--- src/rtl/mgmt_pkg.sv ---
package mgmt_pkg;

  localparam logic [7:0] UNLOCK_KEY = 8'hCC;
  localparam logic [7:0] CMD_PROTO  = 8'h01;
  localparam logic [7:0] CMD_IDSTR  = 8'h02;
  localparam logic [7:0] PROTO_VER  = 8'h03;
  localparam logic [7:0] BUS_IDLE   = 8'hFF;
  localparam logic [7:0] STR_DONE   = 8'h00;
  localparam int         ID_LEN     = 8;
  localparam int         IDX_W      = $clog2(ID_LEN + 1);

  typedef enum logic [1:0] {
    PORT_NONE = 2'd0,
    PORT_CTL  = 2'd1,
    PORT_DLO  = 2'd2,
    PORT_DHI  = 2'd3
  } port_sel_e;

  // Identification character at a given position; zero past the end.
  function automatic logic [7:0] id_char(input logic [IDX_W-1:0] idx);
    logic [7:0] c;
    case (idx)
      IDX_W'(0): c = 8'h70;
      IDX_W'(1): c = 8'h69;
      IDX_W'(2): c = 8'h63;
      IDX_W'(3): c = 8'h6F;
      IDX_W'(4): c = 8'h67;
      IDX_W'(5): c = 8'h75;
      IDX_W'(6): c = 8'h73;
      IDX_W'(7): c = 8'h2D;
      default:   c = STR_DONE;
    endcase
    return c;
  endfunction

  // Value presented on a data-high read for a command and string position.
  function automatic logic [7:0] hi_value_of(input logic [7:0] cmd,
                                             input logic [IDX_W-1:0] idx);
    logic [7:0] v;
    if (cmd == CMD_PROTO)      v = PROTO_VER;
    else if (cmd == CMD_IDSTR) v = id_char(idx);
    else                       v = BUS_IDLE;
    return v;
  endfunction

endpackage

--- src/rtl/mgmt_decode.sv ---
module mgmt_decode
  import mgmt_pkg::*;
#(
  parameter int                ADDR_W = 16,
  parameter logic [ADDR_W-1:0] BASE   = 16'h01D0
) (
  input  logic [ADDR_W-1:0] io_addr,
  input  logic              io_wr,
  input  logic              io_rd,
  output port_sel_e         sel,
  output logic              ctl_wr,
  output logic              rd_hi
);
  logic [ADDR_W-1:0] offset;

  always_comb begin
    offset = io_addr - BASE;
    if (offset == ADDR_W'(0))      sel = PORT_CTL;
    else if (offset == ADDR_W'(1)) sel = PORT_DLO;
    else if (offset == ADDR_W'(2)) sel = PORT_DHI;
    else                           sel = PORT_NONE;
  end

  assign ctl_wr = io_wr && (sel == PORT_CTL);
  assign rd_hi  = io_rd && (sel == PORT_DHI);

endmodule

--- src/rtl/mgmt_seq.sv ---
module mgmt_seq
  import mgmt_pkg::*;
(
  input  logic       clk,
  input  logic       rst_n,
  input  logic       ctl_wr,
  input  logic [7:0] wdata,
  output logic       armed,
  output logic [7:0] cmd,
  output logic       cmd_load
);
  assign cmd_load = armed && ctl_wr;

  always_ff @(posedge clk) begin
    if (!rst_n) begin
      armed <= 1'b0;
      cmd   <= 8'h00;
    end else if (cmd_load) begin
      armed <= 1'b0;
      cmd   <= wdata;
    end else if (ctl_wr && (wdata == UNLOCK_KEY)) begin
      armed <= 1'b1;
    end
  end

endmodule

--- src/rtl/mgmt_stream.sv ---
module mgmt_stream
  import mgmt_pkg::*;
(
  input  logic             clk,
  input  logic             rst_n,
  input  logic             cmd_load,
  input  logic [7:0]       cmd,
  input  logic             rd_hi,
  output logic [IDX_W-1:0] str_idx,
  output logic [7:0]       hi_value
);
  localparam logic [IDX_W-1:0] END_IDX = IDX_W'(ID_LEN);

  logic step;
  assign step = rd_hi && (cmd == CMD_IDSTR) && (str_idx != END_IDX);

  always_ff @(posedge clk) begin
    if (!rst_n)        str_idx <= '0;
    else if (cmd_load) str_idx <= '0;
    else if (step)     str_idx <= str_idx + IDX_W'(1);
  end

  assign hi_value = hi_value_of(cmd, str_idx);

endmodule

--- src/rtl/mgmt_port_top.sv ---
module mgmt_port_top
  import mgmt_pkg::*;
#(
  parameter int                ADDR_W = 16,
  parameter logic [ADDR_W-1:0] BASE   = 16'h01D0
) (
  input  logic              clk,
  input  logic              rst_n,
  input  logic [ADDR_W-1:0] io_addr,
  input  logic              io_wr,
  input  logic              io_rd,
  input  logic [7:0]        io_wdata,
  output logic [7:0]        io_rdata
);
  port_sel_e        sel;
  logic             ctl_wr;
  logic             rd_hi;
  logic             armed;
  logic [7:0]       cmd;
  logic             cmd_load;
  logic [IDX_W-1:0] str_idx;
  logic [7:0]       hi_value;
  logic [7:0]       rd_next;

  mgmt_decode #(.ADDR_W(ADDR_W), .BASE(BASE)) u_dec (
    .io_addr (io_addr),
    .io_wr   (io_wr),
    .io_rd   (io_rd),
    .sel     (sel),
    .ctl_wr  (ctl_wr),
    .rd_hi   (rd_hi)
  );

  mgmt_seq u_seq (
    .clk      (clk),
    .rst_n    (rst_n),
    .ctl_wr   (ctl_wr),
    .wdata    (io_wdata),
    .armed    (armed),
    .cmd      (cmd),
    .cmd_load (cmd_load)
  );

  mgmt_stream u_str (
    .clk      (clk),
    .rst_n    (rst_n),
    .cmd_load (cmd_load),
    .cmd      (cmd),
    .rd_hi    (rd_hi),
    .str_idx  (str_idx),
    .hi_value (hi_value)
  );

  always_comb begin
    rd_next = BUS_IDLE;
    if (io_rd) begin
      case (sel)
        PORT_DLO: rd_next = cmd;
        PORT_DHI: rd_next = hi_value;
        default:  rd_next = BUS_IDLE;
      endcase
    end
  end

  always_ff @(posedge clk) begin
    if (!rst_n) io_rdata <= BUS_IDLE;
    else        io_rdata <= rd_next;
  end

endmodule

--- config.mk ---
export PLATFORM = sky130hd
export DESIGN_NAME = mgmt_port_top
export DESIGN_NICKNAME = d
export VERILOG_FILES = /design/src/rtl/mgmt_pkg.sv /design/src/rtl/mgmt_decode.sv /design/src/rtl/mgmt_seq.sv /design/src/rtl/mgmt_stream.sv /design/src/rtl/mgmt_port_top.sv
export SDC_FILE = /design/constraint.sdc
export NUM_CORES = 1
export LEC_CHECK = 0
export BUFFER_PORTS_ARGS = -buffer_cell sky130_fd_sc_hd__clkbuf_2
export CELL_PAD_IN_SITES_DETAIL_PLACEMENT = 0
export CELL_PAD_IN_SITES_GLOBAL_PLACEMENT = 1
export CORE_MARGIN = 10
export CORE_UTILIZATION = 41
export CTS_BUF_LIST = sky130_fd_sc_hd__clkbuf_8
export DETAILED_ROUTE_END_ITERATION = 10
export PLACE_DENSITY_LB_ADDON = 0.1
export SETUP_SLACK_MARGIN = 0.5
export SYNTH_ARGS = -nofsm -noshare
export SYNTH_HDL_FRONTEND = slang
export SYNTH_SLANG_ARGS = --single-unit
--- constraint.sdc ---
create_clock -name clk -period 2.94 [get_ports clk]
set_clock_uncertainty 0.1 [all_clocks]
set_input_delay 0.147 -clock clk [delete_from_list [all_inputs] [get_ports clk]]
set_output_delay 0.147 -clock clk [all_outputs]
set_load 0.05 [all_outputs]
Yosys cells after proc, flatten, opt, wreduce, memory -nomap -nowiden
Memories as Yosys holds them, arrays and structs flattened. A register that Yosys moved wholly into a read port is not among the register bits.
Cells that the tools add are included.
{"block": "classes", "n_reduce_logical": 9, "bitwise_logic": 1, "addsub": 2, "n_eq_ne": 9, "muxes": 9}
{"cell": "8-bit 2-to-1 mux", "n": 3}
{"cell": "16-bit by 1-bit equality test with 1-bit output (second input constant)", "n": 1}
{"cell": "16-bit by 2-bit equality test with 1-bit output (second input constant)", "n": 1}
{"cell": "16-bit zero test", "n": 1}
{"cell": "8-bit one-hot mux with 2 select lines", "n": 1}
{"cell": "16-bit by 9-bit subtractor with 16-bit output (second input constant)", "n": 1}
{"cell": "8-bit by 1-bit equality test with 1-bit output (second input constant)", "n": 1}
{"cell": "8-bit by 2-bit equality test with 1-bit output (second input constant)", "n": 1}
{"cell": "8-bit equality test (second input constant)", "n": 1}
{"cell": "1-bit logical AND", "n": 6}
{"cell": "2-bit 2-to-1 mux", "n": 3}
{"cell": "3-bit 2-to-1 mux", "n": 2}
{"cell": "4-bit by 1-bit adder with 4-bit output (second input constant)", "n": 1}
{"cell": "2-bit equality test (second input constant)", "n": 2}
{"cell": "4-bit inequality test (second input constant)", "n": 1}
{"cell": "2-bit by 1-bit equality test with 1-bit output (second input constant)", "n": 1}
{"cell": "2-bit AND reduction", "n": 1}
{"cell": "2-bit OR reduction", "n": 1}
{"cell": "1-bit NOT", "n": 1}
{"block": "totals", "regBits": 21, "mem_bits_ro": 48, "out_inout_bits": 8, "n_memories": 1, "word_cells": 35}
{"memory": "(no name shown)", "depth": 8, "width": 6, "rd": 1, "rd_ports_with_merged_regs": 1, "write_ports": 0, "line": "mgmt_pkg.sv:22", "rtl": "case (idx)"}

Depth between registers and ports, before layout
Gate-level depths: netlist of run 1.
{"block": "depth", "word_depth": 11, "depth_mapped": 12, "mapped_depth_nobuf": 11}

Cells and area by module
Synthesis of run 1 repeated with hierarchy kept, for this count alone.
{"block": "unflattened", "hier_cells": 170, "hier_area_um2": 1515.2}
{"module": "mgmt_stream", "cells_per_inst": 89, "area_per_inst_um2": 755.7, "instances": 1, "seq_area_each_um2": 200.2}
{"module": "mgmt_seq", "cells_per_inst": 43, "area_per_inst_um2": 375.4, "instances": 1, "seq_area_each_um2": 180.2}
{"module": "mgmt_port_top", "cells_per_inst": 27, "area_per_inst_um2": 292.8, "instances": 1, "seq_area_each_um2": 160.2}
{"module": "mgmt_decode", "cells_per_inst": 11, "area_per_inst_um2": 91.3, "instances": 1, "seq_area_each_um2": 0.0}

Worst setup path after synthesis of run 1
OpenSTA, ideal clock, no wires.
{"block": "synth_path", "path_kind": "register -> register", "start": "reg u_str.str_idx[0]", "end": "reg with a tool-made name", "slack_ps": 537, "setup_ps": 123, "required_time_ps": 2717, "period_less_slack_ps": 2403, "path_stages_with_launch": 11, "arrival_time_ps": 2180, "path_cell_list": "dfxtp_1 clkbuf_1 inv_1 ha_1 nand3b_1 and2_1 and4_1 xnor2_1 nand2b_1 ha_1 mux2_1"}
{"element": "from (decl)", "line": "mgmt_stream.sv:9", "rtl": "output logic [IDX_W-1:0] str_idx,"}
{"element": "from (signal assigned)", "line": "mgmt_stream.sv:20", "rtl": "else if (step) str_idx <= str_idx + IDX_W'(1);"}

==> key figures, run 1 <==
Run status
  • Status: finished, final reports clean

Critical path
  • Crit Path Class: flop to flop
  • Worst-path maximum fanout: 10
  • Flop-to-flop setup slack: 0.61 ns
  • CP Capture Type: flop
  • Crit path arrival time: 2.39 ns
  • Startpoint Class: flop
  • Crit path required time: 2.99 ns

GRT
  • Initial antenna violation count: 0
  • GRT Residual Overflow: 0
  • Maximum number of pins on one net before global-route repair: 16
  • All-layer global routing usage: 0.1191
  • Vias in the first global route: 1,400
  • First-pass GRT wire length: between 6000 and 7000 µm

Detailed routing
  • Drt initial violations: 83
  • Routed vias/inst: between 5 and 6
  • Antenna-violating nets left: 0
  • DRC: 0
  • WL/cell: 15.15 µm
  • Routed WL: 3834 µm
  • Vias post-DR: about 1,400
  • TritonRoute pass-1 iters: 4

Clock tree
  • Sink Count: 27
  • CTS tree: yes
  • CTS root buf: clkbuf_8
  • CTS Buf Count: 3
  • Clock buffer depth: 2
  • Clock-pin slew on the worst setup and hold paths: 0.10 ns
  • H-Tree Level Count: 1
  • Clk_lat worst skew: 0.27 ns

Cells and area
  • Non-filler cells, final: 253
  • Inserted Diodes: 0
  • Area Overhead vs Synth: 21.52%
  • Final core occ: 0.5315
  • Share of cells above drive strength 1: 0.2995
  • Final Net Count: 240
  • Fill cell count: between 300 and 400
  • Cell area after layout: around 0.0018 mm²

STA
  • Final setup vio count: 0
  • RSZ-0062 raised after global routing: no
  • Fmax: 428.4 MHz
  • Worst slew pin tran: 0.3957 ns
  • Hold slack final: 0.02376 ns
  • Setup_tns: 0 ns
  • Rel. slew slack: 0.7351
  • Minimum clock period after layout: 2.334 ns
  • Slew Viols, Final: 0
  • Final Hold Vio Count: 0
  • Final setup margin: 0.6059 ns
  • Fin crit share: 0.7939

Logic synthesis
  • EDFF count, synth: 0
  • Mapped Avg Cell Area: roughly 9.0 µm²
  • Synth top area share: 0.3618
  • Yosys reg bits: 27
  • Post-synthesis cell count: 166
  • Syn nets: 198
  • Synth area leader: dfxtp_1
  • Async SR Flop Fraction: 0
  • Top post-synthesis cells by count: 27 x dfxtp_1, 16 x nor2_1, 14 x nand2_1
  • Seq/Total Area, Yosys: 0.3618
  • Count leader, synth: dfxtp_1
  • Ys flop type: dfxtp_1
  • Yosys warns: 0
  • Netlist cell types: 51
  • Synth area leaders: dfxtp_1 36%, mux2i_1 5.4%, nor4_4 4.3%
  • Post-synth design cell area: 0.001494 mm²

Pwr
  • Maximum vdd drop: 0.0001497 V
  • PwrDens: between 300 and 400 mW/mm²
  • Leak pwr: 0.8028 nW
  • Design Power: a little over 600 µW

Die
  • Full die area: 0.006459 mm²
  • Die width: 80.37 µm
  • Top Ports: 36
  • Core area: 0.003416 mm²
  • Die Height: 80.37 µm
  • Core Rows: 21
  • Initial Utilization: 0.4374

Worst hold path
  • Hold WC Path Type: primary input to flop

Place
  • Post-DP HPWL: ~3100 µm
  • Routability cong.: 0.8831
  • Placed inst area: between 0.0015 and 0.002 mm²
  • Port Buffers: 35
  • Placed insts: 247
  • Dpl ws: 0.3575 ns

Flow run
  • # Max-Cap Violations: 0
placed cells by master, fill, tap and decap left out, types with 3 or more instances in the layout:
| master | synthesis | final |
|---|---|---|
| mux2i_1 | 8 | 8 |
| o22ai_1 | 3 | 3 |
| nor2b_1 | 6 | 6 |
| nor4_4 | 3 | 3 |
| nand3_1 | 3 | 3 |
| or3_1 | 3 | 3 |
| ha_1 | 4 | 4 |
| a21oi_1 | 8 | 8 |
| a31oi_1 | 3 | 3 |
| clkbuf_2 | 0 | 35 |
| inv_1 | 6 | 5 |
| buf_4 | 0 | 7 |
| clkbuf_8 | 0 | 3 |
| nor3_1 | 3 | 3 |
| nor2_1 | 16 | 16 |
| nand2b_1 | 3 | 3 |
| o21ai_0 | 8 | 8 |
| nand2_1 | 14 | 14 |
| dfxtp_1 | 27 | 26 |
critical path, cell delays in order (launching register included):
cell and delay (ns):
dfxtp_4 0.40, inv_4 0.08, ha_1 0.14, nand3b_1 0.11, and2_1 0.18, and4_2 0.26
xnor2_1 0.23, nand2b_1 0.16, ha_1 0.23, mux2_1 0.32
path summary, 6_finish.rpt:
path,startpoint,endpoint,depth (start not counted)
worst min-delay path,io_wdata[4],u_seq.cmd[4],3
worst max-delay path,u_str.str_idx[0],flop,9
worst min register to register,flop,io_rdata[3],2
worst max register to register,u_str.str_idx[0],flop,9
cell type report:
cell class	count	area (µm²)	area share
tap	46	57.56	0.03170
timing repair buffer	42	227.7	0.1254
clock inverter	1	5.005	0.002757
multi-input combinational	126	907.1	0.4997
inverter	8	32.53	0.01792
clock buffer	3	41.29	0.02274
sequential	27	544.3	0.2998
routing by layer:
layer / part of all wire / global-route usage / wire, µm / up-vias
met1: 0.47 / 0.1439 / 1783 / 630
met3: 0.059 / 0.02895 / 227 / 8
met4: 0.015 / 0.03169 / 59 / 0
met2: 0.46 / 0.2038 / 1764 / 42
met5: 0 / 0 / 0 / -
li1: - / - / - / 688
logic make-up (layout without fill, tap and decap cells):
family / Yosys count / in the layout / share of synthesized area
flops: 27 / 27 / 0.3618
xor+xnor: 3 / 3 / 0.01759
simple gates: 71 / 71 / 0.3183
fa+ha+maj: 4 / 4 / 0.03350
compound gates: 38 / 38 / 0.1667
buf+inv: 13 / 54 / 0.03349
mux: 10 / 10 / 0.06868
where the power goes:
group / total [mW] / switching, mW / internal [mW]
sequential: 0.364 / 0.000000180 / 0.364
clock: 0.211 / 0.116 / 0.0949
combinational: 0.0464 / 0.0233 / 0.0231
repair_timing:
item / in CTS / in global routing
endpoints found under the setup margin: 2 / 2
hold buffers: 0 / 0
pin swaps: 0 / 2
buffers inserted: 0 / 2
resized for setup: 2 / 4
cloned: 0 / 0
Power figures use the tool's default switching activity.
==> run 2: changes to the inputs <==
- ABC_AREA: default -> 1
- CORE_UTILIZATION: 41 -> 36
- clock period: 2.94 -> 1.9 ns (I/O delays scaled with it)
==> run 2 against run 1 <==
Largest power group unchanged. Highest routed layer unchanged. Worst hold slack improved by 0.063 ns. Cell count grew 32%. Via count up 15%. Non-clock buffer count is 27 higher. Total power increased by 59%. Wire length increased by 17%. Synthesized cell count increased by 29%. Area after synthesis grew 5.0%. Critical path depth grew 6. Sequential power up 54%. First-iteration DRC count up 12%. Setup slack got worse by 0.42 ns.
==> key figures, run 2 <==
Run status
  • Status: finished, final reports clean

GRT
  • Initial antenna violation count: 0 (unchanged)
  • First-pass GRT wire length: 7355 µm (+16%)
  • All-layer global routing usage: 0.1188 (-0.0003271)
  • GRT Residual Overflow: 0 (unchanged)
  • Maximum number of pins on one net before global-route repair: 17 (+1)
  • Vias in the first global route: 1,549 (+11%)

Die
  • Die Height: 86.02 µm (+7.0%)
  • Top Ports: 36 (unchanged)
  • Die width: 86.02 µm (+7.0%)
  • Initial Utilization: 0.3813 (-0.05609)
  • Core Rows: 23 (+9.5%)
  • Full die area: 0.007399 mm² (+15%)
  • Core area: 0.004115 mm² (+20%)

Clock tree
  • Sink Count: 27 (unchanged)
  • Clock buffer depth: 2 (unchanged)
  • CTS Buf Count: 3 (unchanged)
  • H-Tree Level Count: 1 (unchanged)
  • CTS tree: yes
  • Clock-pin slew on the worst setup and hold paths: 0.09 ns (about the same)
  • Clk_lat worst skew: 0.27 ns (about the same)
  • CTS root buf: clkbuf_8

Logic synthesis
  • Yosys warns: 0 (unchanged)
  • Seq/Total Area, Yosys: 0.3445 (-0.01731)
  • Synth area leaders: dfxtp_1 34%, nand2_1 9.8%, nand3_1 7.3%
  • Synth area leader: dfxtp_1
  • Syn nets: 246 (+24%)
  • Count leader, synth: nand2_1
  • Post-synth design cell area: 0.001569 mm² (+5.0%)
  • Synth top area share: 0.3445 (-0.01731)
  • Mapped Avg Cell Area: 7.332 µm² (-19%)
  • Top post-synthesis cells by count: 41 x nand2_1, 29 x nor2_1, 27 x dfxtp_1
  • Ys flop type: dfxtp_1
  • Async SR Flop Fraction: 0 (unchanged)
  • Yosys reg bits: 27 (unchanged)
  • Netlist cell types: 30 (-41%)
  • Post-synthesis cell count: 214 (+29%)
  • EDFF count, synth: 0 (unchanged)

Cells and area
  • Fill cell count: 396 (+20%)
  • Cell area after layout: 0.002335 mm² (+29%)
  • FF+latch area: 558.0 µm² (+2.5%)
  • Share of cells above drive strength 1: 0.5018 (+0.2022)
  • Non-filler cells, final: 335 (+32%)
  • Multi-input logic area: 0.001067 mm² (+18%)
  • Inserted Diodes: 0 (unchanged)
  • Most common cell after layout, fill and taps aside: clkbuf_2
  • Final Net Count: 318 (+33%)
  • Area Overhead vs Synth: 48.80%
  • Most frequent cells in the layout: 35 x clkbuf_2, 33 x nand2_1, 23 x nor2_1
  • Final core occ: 0.5673 (+0.03584)

STA
  • Final setup vio count: 0 (unchanged)
  • Final setup margin: 0.1858 ns (-0.4202 ns)
  • Hold slack final: 0.08694 ns (+0.06318 ns)
  • Fmax: 583.3 MHz (+36%)
  • Fin crit share: 0.9022 (+0.1083)
  • Minimum clock period after layout: 1.714 ns (-0.6198 ns)
  • RSZ-0062 raised after global routing: yes
  • Slew Viols, Final: 0 (unchanged)
  • Setup_tns: 0 ns (unchanged)
  • Final Hold Vio Count: 0 (unchanged)
  • Rel. slew slack: 0.7706 (+0.03550)
  • Worst slew pin tran: 0.3415 ns (-0.05413 ns)

Place
  • Port Buffers: 35 (unchanged)
  • Dpl ws: 0.04465 ns (-0.3128 ns)
  • Routability cong.: 0.8540 (-3.3%)
  • Placed inst area: 0.001874 mm² (+7.5%)
  • Post-DP HPWL: 3314 µm (+6.3%)
  • Placed insts: 302 (+22%)

Critical path
  • CP Capture Type: flop
  • Crit path required time: 1.97 ns (-1.02 ns)
  • Worst-path maximum fanout: 3 (-7)
  • Flop-to-flop setup slack: 0.19 ns (-0.42 ns)
  • R2R Path Start: u_str.str_idx[1]
  • Startpoint Class: flop
  • Crit path arrival time: 1.79 ns (-0.60 ns)
  • Crit Path Class: flop to flop
  • FF-to-FF path depth: 15 (+6)

Worst hold path
  • Hold WC Path Type: primary input to flop
  • Worst Hold Depth: 4 (+1)
  • Hold_sp: io_rd
  • Hold EP: io_rdata[7]

Detailed routing
  • WL/cell: 13.44 µm (-11%)
  • Routed WL: 4502 µm (+17%)
  • TritonRoute pass-1 iters: 4 (unchanged)
  • Drt initial violations: 93 (+12%)
  • DRC: 0 (unchanged)
  • Vias post-DR: 1,574 (+15%)
  • Antenna-violating nets left: 0 (unchanged)
  • Routed vias/inst: 4.699 (-13%)

Pwr
  • Sequential Power Share: 0.567 (-0.019)
  • Internal: 755.6 µW (+57%)
  • Sw Share: 0.2360 (+0.01143)
  • Design Power: 989.0 µW (+59%)
  • Maximum vdd drop: 0.0003674 V (+150%)
  • Leak pwr: 1.119 nW (+39%)
  • Clock power frac: 0.332 (-0.008)
  • Net Sw Power: 233.4 µW (+67%)
  • Power share of the combinational group: 0.101 (+0.026)
  • PwrDens: 423.6 mW/mm² (+24%)

Flow run
  • # Max-Cap Violations: 0 (unchanged)
run 2: cell types whose count changed in the layout (fill, tap and decap cells not counted), sizes merged, moves of 8 or more:
cell	delta
inv	+23
mux2i	-8
nand3	+22
nand2	+41
nor2	+21
buf	+19
dlygate4sd3	+8
run 2: area by class of cell:
type	instances	area share
inverters	31	0.05520
flip-flops and latches	27	0.2390
repair buffers	69	0.2010
clock inverters	1	0.003215
clock buffers	3	0.01768
well taps	50	0.02680
multi-input cells	154	0.4571
run 2: kinds of logic (layout without fill, tap and decap cells):
logic type,Yosys count,count (layout),synth area share
simple gates,134,134,0.4769
fa+ha+maj,4,4,0.03190
buf+inv,33,104,0.08532
compound gates,16,16,0.06141
flops,27,27,0.3445
run 2: worst max path at each step:
| stage | depth (start not counted) | slack, ns | start | to |
|---|---|---|---|---|
| floorplan | 14 | 0.23 | u_str.str_idx[0] | flop |
| global placement | 12 | 0.07 | u_seq.cmd[6] | flop |
| detailed placement | 13 | 0.04 | u_seq.cmd[6] | flop |
| CTS | 12 | 0.20 | u_seq.cmd[1] | flop |
| global route | 13 | 0.07 | u_seq.cmd[4] | flop |
| finish | 15 | 0.19 | u_str.str_idx[1] | flop |
run 2: power groups by stage:
stage	registers (mW)	clock network [mW]	logic (mW)
6_report	0.561	0.328	0.0998
5_1_grt	0.561	0.362	0.110
4_1_cts	0.565	0.345	0.0954
3_5_place_dp	0.579	0	0.0809
3_3_place_gp	0.579	0	0.0805
2_1_floorplan	0.579	0	0.0383
run 2: worst max-delay path, cell delays in order, from the launching register on:
cell and delay (ns):
dfxtp_2 0.36, inv_4 0.04, ha_4 0.14, nand3_2 0.05
nand2_2 0.05, inv_2 0.06, nand2_4 0.06, inv_4 0.08
nand3_4 0.09, nand2_2 0.11, nand2_4 0.07, nand2_4 0.09
inv_2 0.05, ha_4 0.15, nand2_2 0.05, nand2_2 0.05
run 2: per-layer routing:
metal  track usage  share of wire  up-vias  wire [µm]
li1              -              -      830          -
met1        0.1375           0.43      714       1920
met2        0.2137           0.52       24       2328
met3       0.03217          0.041        6        184
met4       0.01946          0.015        0         69
met5             0              0        -          0
run 2: timing repair:
item                                    in CTS  in global routing
resized for setup                           25                 26
buffers inserted                            11                 10
endpoints found under the hold margin        8                  0
endpoints found under the setup margin      15                 26
hold buffers                                 8                  0
pin swaps                                   11                 22
==> run 3: changes to the inputs <==
- ABC_AREA: 1 -> default
- CAP_MARGIN: default -> 40
- CORE_UTILIZATION: 36 -> 37
==> run 3 against run 2 <==
The flow now finishes with violations (setup timing). Die area decreased by 5.7%. Sequential cell count is the same. Non-clock buffer count increased by 27. Critical path type unchanged. Highest routed layer unchanged.
==> key figures, run 3 (same netlist as run 1, synthesis figures left out) <==
Run status
  • Status: finished with violations
  • Violated checks: setup timing

GRT
  • GRT Residual Overflow: 0 (unchanged)
  • First-pass GRT wire length: 8238 µm (+12%)
  • Maximum number of pins on one net before global-route repair: 17 (unchanged)
  • Vias in the first global route: 1,761 (+14%)
  • All-layer global routing usage: 0.1403 (+0.02154)
  • Initial antenna violation count: 0 (unchanged)

Critical path
  • Flop-to-flop setup slack: -0.28 ns (-0.46 ns)
  • Crit path arrival time: 2.24 ns (+0.45 ns)
  • Startpoint Class: flop
  • Worst-path maximum fanout: 3 (unchanged)
  • Crit path required time: 1.97 ns (about the same)
  • Crit Path Class: flop to flop
  • CP Capture Type: flop
  • R2R Path Start: u_seq.cmd[5]
  • FF-to-FF path depth: 11 (-4)

Cells and area
  • Multi-input logic area: 0.001125 mm² (+5.4%)
  • Non-filler cells, final: 311 (-7.2%)
  • Inserted Diodes: 0 (unchanged)
  • Share of cells above drive strength 1: 0.5326 (+0.03081)
  • Final Net Count: 294 (-7.5%)
  • Area Overhead vs Synth: 68.93%
  • Most frequent cells in the layout: 39 x buf_4, 35 x clkbuf_2, 22 x dfxtp_1
  • Fill cell count: 303 (-23%)
  • FF+latch area: 546.8 µm² (-2.0%)
  • Most common cell after layout, fill and taps aside: buf_4

Place
  • Routability cong.: 0.8695 (+1.8%)
  • Post-DP HPWL: 3745 µm (+13%)
  • Port Buffers: 35 (unchanged)
  • Placed insts: 280 (-7.3%)

Worst hold path
  • Hold WC Path Type: primary input to flop
  • Hold_sp: io_addr[1]
  • Worst Hold Depth: 4 (unchanged)
  • Hold EP: io_rdata[6]

STA
  • Fmax: 459.6 MHz (-21%)
  • Final setup vio count: 5 (+5)
  • Final setup margin: -0.2760 ns (-0.4618 ns)
  • Slew Viols, Final: 0 (unchanged)
  • RSZ-0062 raised after global routing: yes
  • Worst slew pin tran: 0.4527 ns (+0.1112 ns)
  • Minimum clock period after layout: 2.176 ns (+0.4618 ns)
  • Final Hold Vio Count: 0 (unchanged)
  • Fin crit share: 1.145 (+0.2430)
  • Rel. slew slack: 0.6968 (-0.07378)
  • Hold slack final: 0.1005 ns (+0.01356 ns)

Die
  • Full die area: 0.006979 mm² (-5.7%)
  • Initial Utilization: 0.3789 (-0.002344)
  • Die Height: 83.54 µm (-2.9%)
  • Die width: 83.54 µm (-2.9%)
  • Core area: 0.003943 mm² (-4.2%)
  • Top Ports: 36 (unchanged)
  • Core Rows: 23 (unchanged)

Clock tree
  • CTS tree: yes
  • Sink Count: 27 (unchanged)
  • CTS root buf: clkbuf_8
  • CTS Buf Count: 3 (unchanged)
  • Clock buffer depth: 2 (unchanged)
  • H-Tree Level Count: 1 (unchanged)
  • Clock-pin slew on the worst setup and hold paths: 0.10 ns (about the same)
  • Clk_lat worst skew: 0.28 ns (about the same)

Detailed routing
  • TritonRoute pass-1 iters: 4 (unchanged)
  • Routed WL: 5137 µm (+14%)
  • Drt initial violations: 71 (-24%)
  • Antenna-violating nets left: 0 (unchanged)
  • Routed vias/inst: 5.322 (+13%)
  • DRC: 0 (unchanged)
  • WL/cell: 16.52 µm (+23%)
  • Vias post-DR: 1,655 (+5.1%)

Pwr
  • Design Power: 1.010 mW (+2.1%)
  • Maximum vdd drop: 0.0003103 V (-16%)
  • Leak pwr: 1.153 nW (+3.1%)
  • PwrDens: 400.1 mW/mm² (-5.5%)

Flow run
  • # Max-Cap Violations: 0 (unchanged)
## run 3: cell types whose count changed in the layout (fill, tap and decap cells not counted), sizes merged, moves of 6 or more
cell and change:
inv -23, nand4 -6, a21oi +6, nand3 -22
nand2 -41, nor2 -21, mux2i +8, buf +27
nor2b +6
## run 3: worst max-delay path by stage
| stage | startpoint | to | slack [ns] |
|---|---|---|---|
| floorplan | u_str.str_idx[0] | flop | -0.16 |
| global placement | u_seq.cmd[4] | flop | -0.22 |
| detailed placement | u_seq.cmd[4] | flop | -0.27 |
| CTS | u_seq.cmd[5] | flop | -0.17 |
| global route | u_seq.cmd[3] | flop | -0.36 |
| finish | u_seq.cmd[5] | flop | -0.28 |
## run 3: area by class of cell
| cell class | count | area share |
|---|---|---|
| inverter | 8 | 0.01388 |
| sequential | 27 | 0.2167 |
| multi-input combinational | 126 | 0.4457 |
| tap | 50 | 0.02479 |
| timing repair buffer | 96 | 0.2796 |
| clock buffer | 3 | 0.01636 |
| clock inverter | 1 | 0.002975 |
## run 3: report_power, final
part | internal, mW | switching, mW
Sequential | 0.565 | 0.000000291
Combinational | 0.0597 | 0.0476
Clock | 0.149 | 0.188
## run 3: worst max-delay path: stages (launching register included)
cell and delay, ns:
dfxtp_2 0.35, nor4b_4 0.25, buf_4 0.18, and2_4 0.15
and4_4 0.25, buf_4 0.12, buf_6 0.08, buf_6 0.08
buf_6 0.08, buf_6 0.09, a31oi_4 0.07, o211a_1 0.25
## run 3: metrics by stage
step | utilization | worst slack, ns | setup TNS (ns) | cell area (µm²)
finish | 0.6401 | -0.2760 | -1.045 | 2524
floorplan | - | -0.1562 | -0.2971 | 1558
global placement | 0.5122 | -0.2233 | -0.4323 | 2019
detailed placement | 0.5122 | -0.2718 | -0.5853 | 2019
CTS | 0.6093 | -0.1730 | -0.4375 | 2402
global route | 0.6401 | -0.3582 | -1.395 | 2524
## run 3: repair_timing
action	CTS	global route
setup buffers	14	5
endpoints found under the hold margin	8	0
gates resized for setup	33	22
pin swaps	13	7
setup endpoints to repair	18	26
hold buffers	8	0
## run 3: routing by layer
| layer | global-route usage | wire [µm] |
|---|---|---|
| met5 | 0 | 0 |
| met1 | 0.1567 | 2085 |
| met2 | 0.2430 | 2571 |
| met4 | 0.05327 | 174 |
| met3 | 0.04297 | 306 |
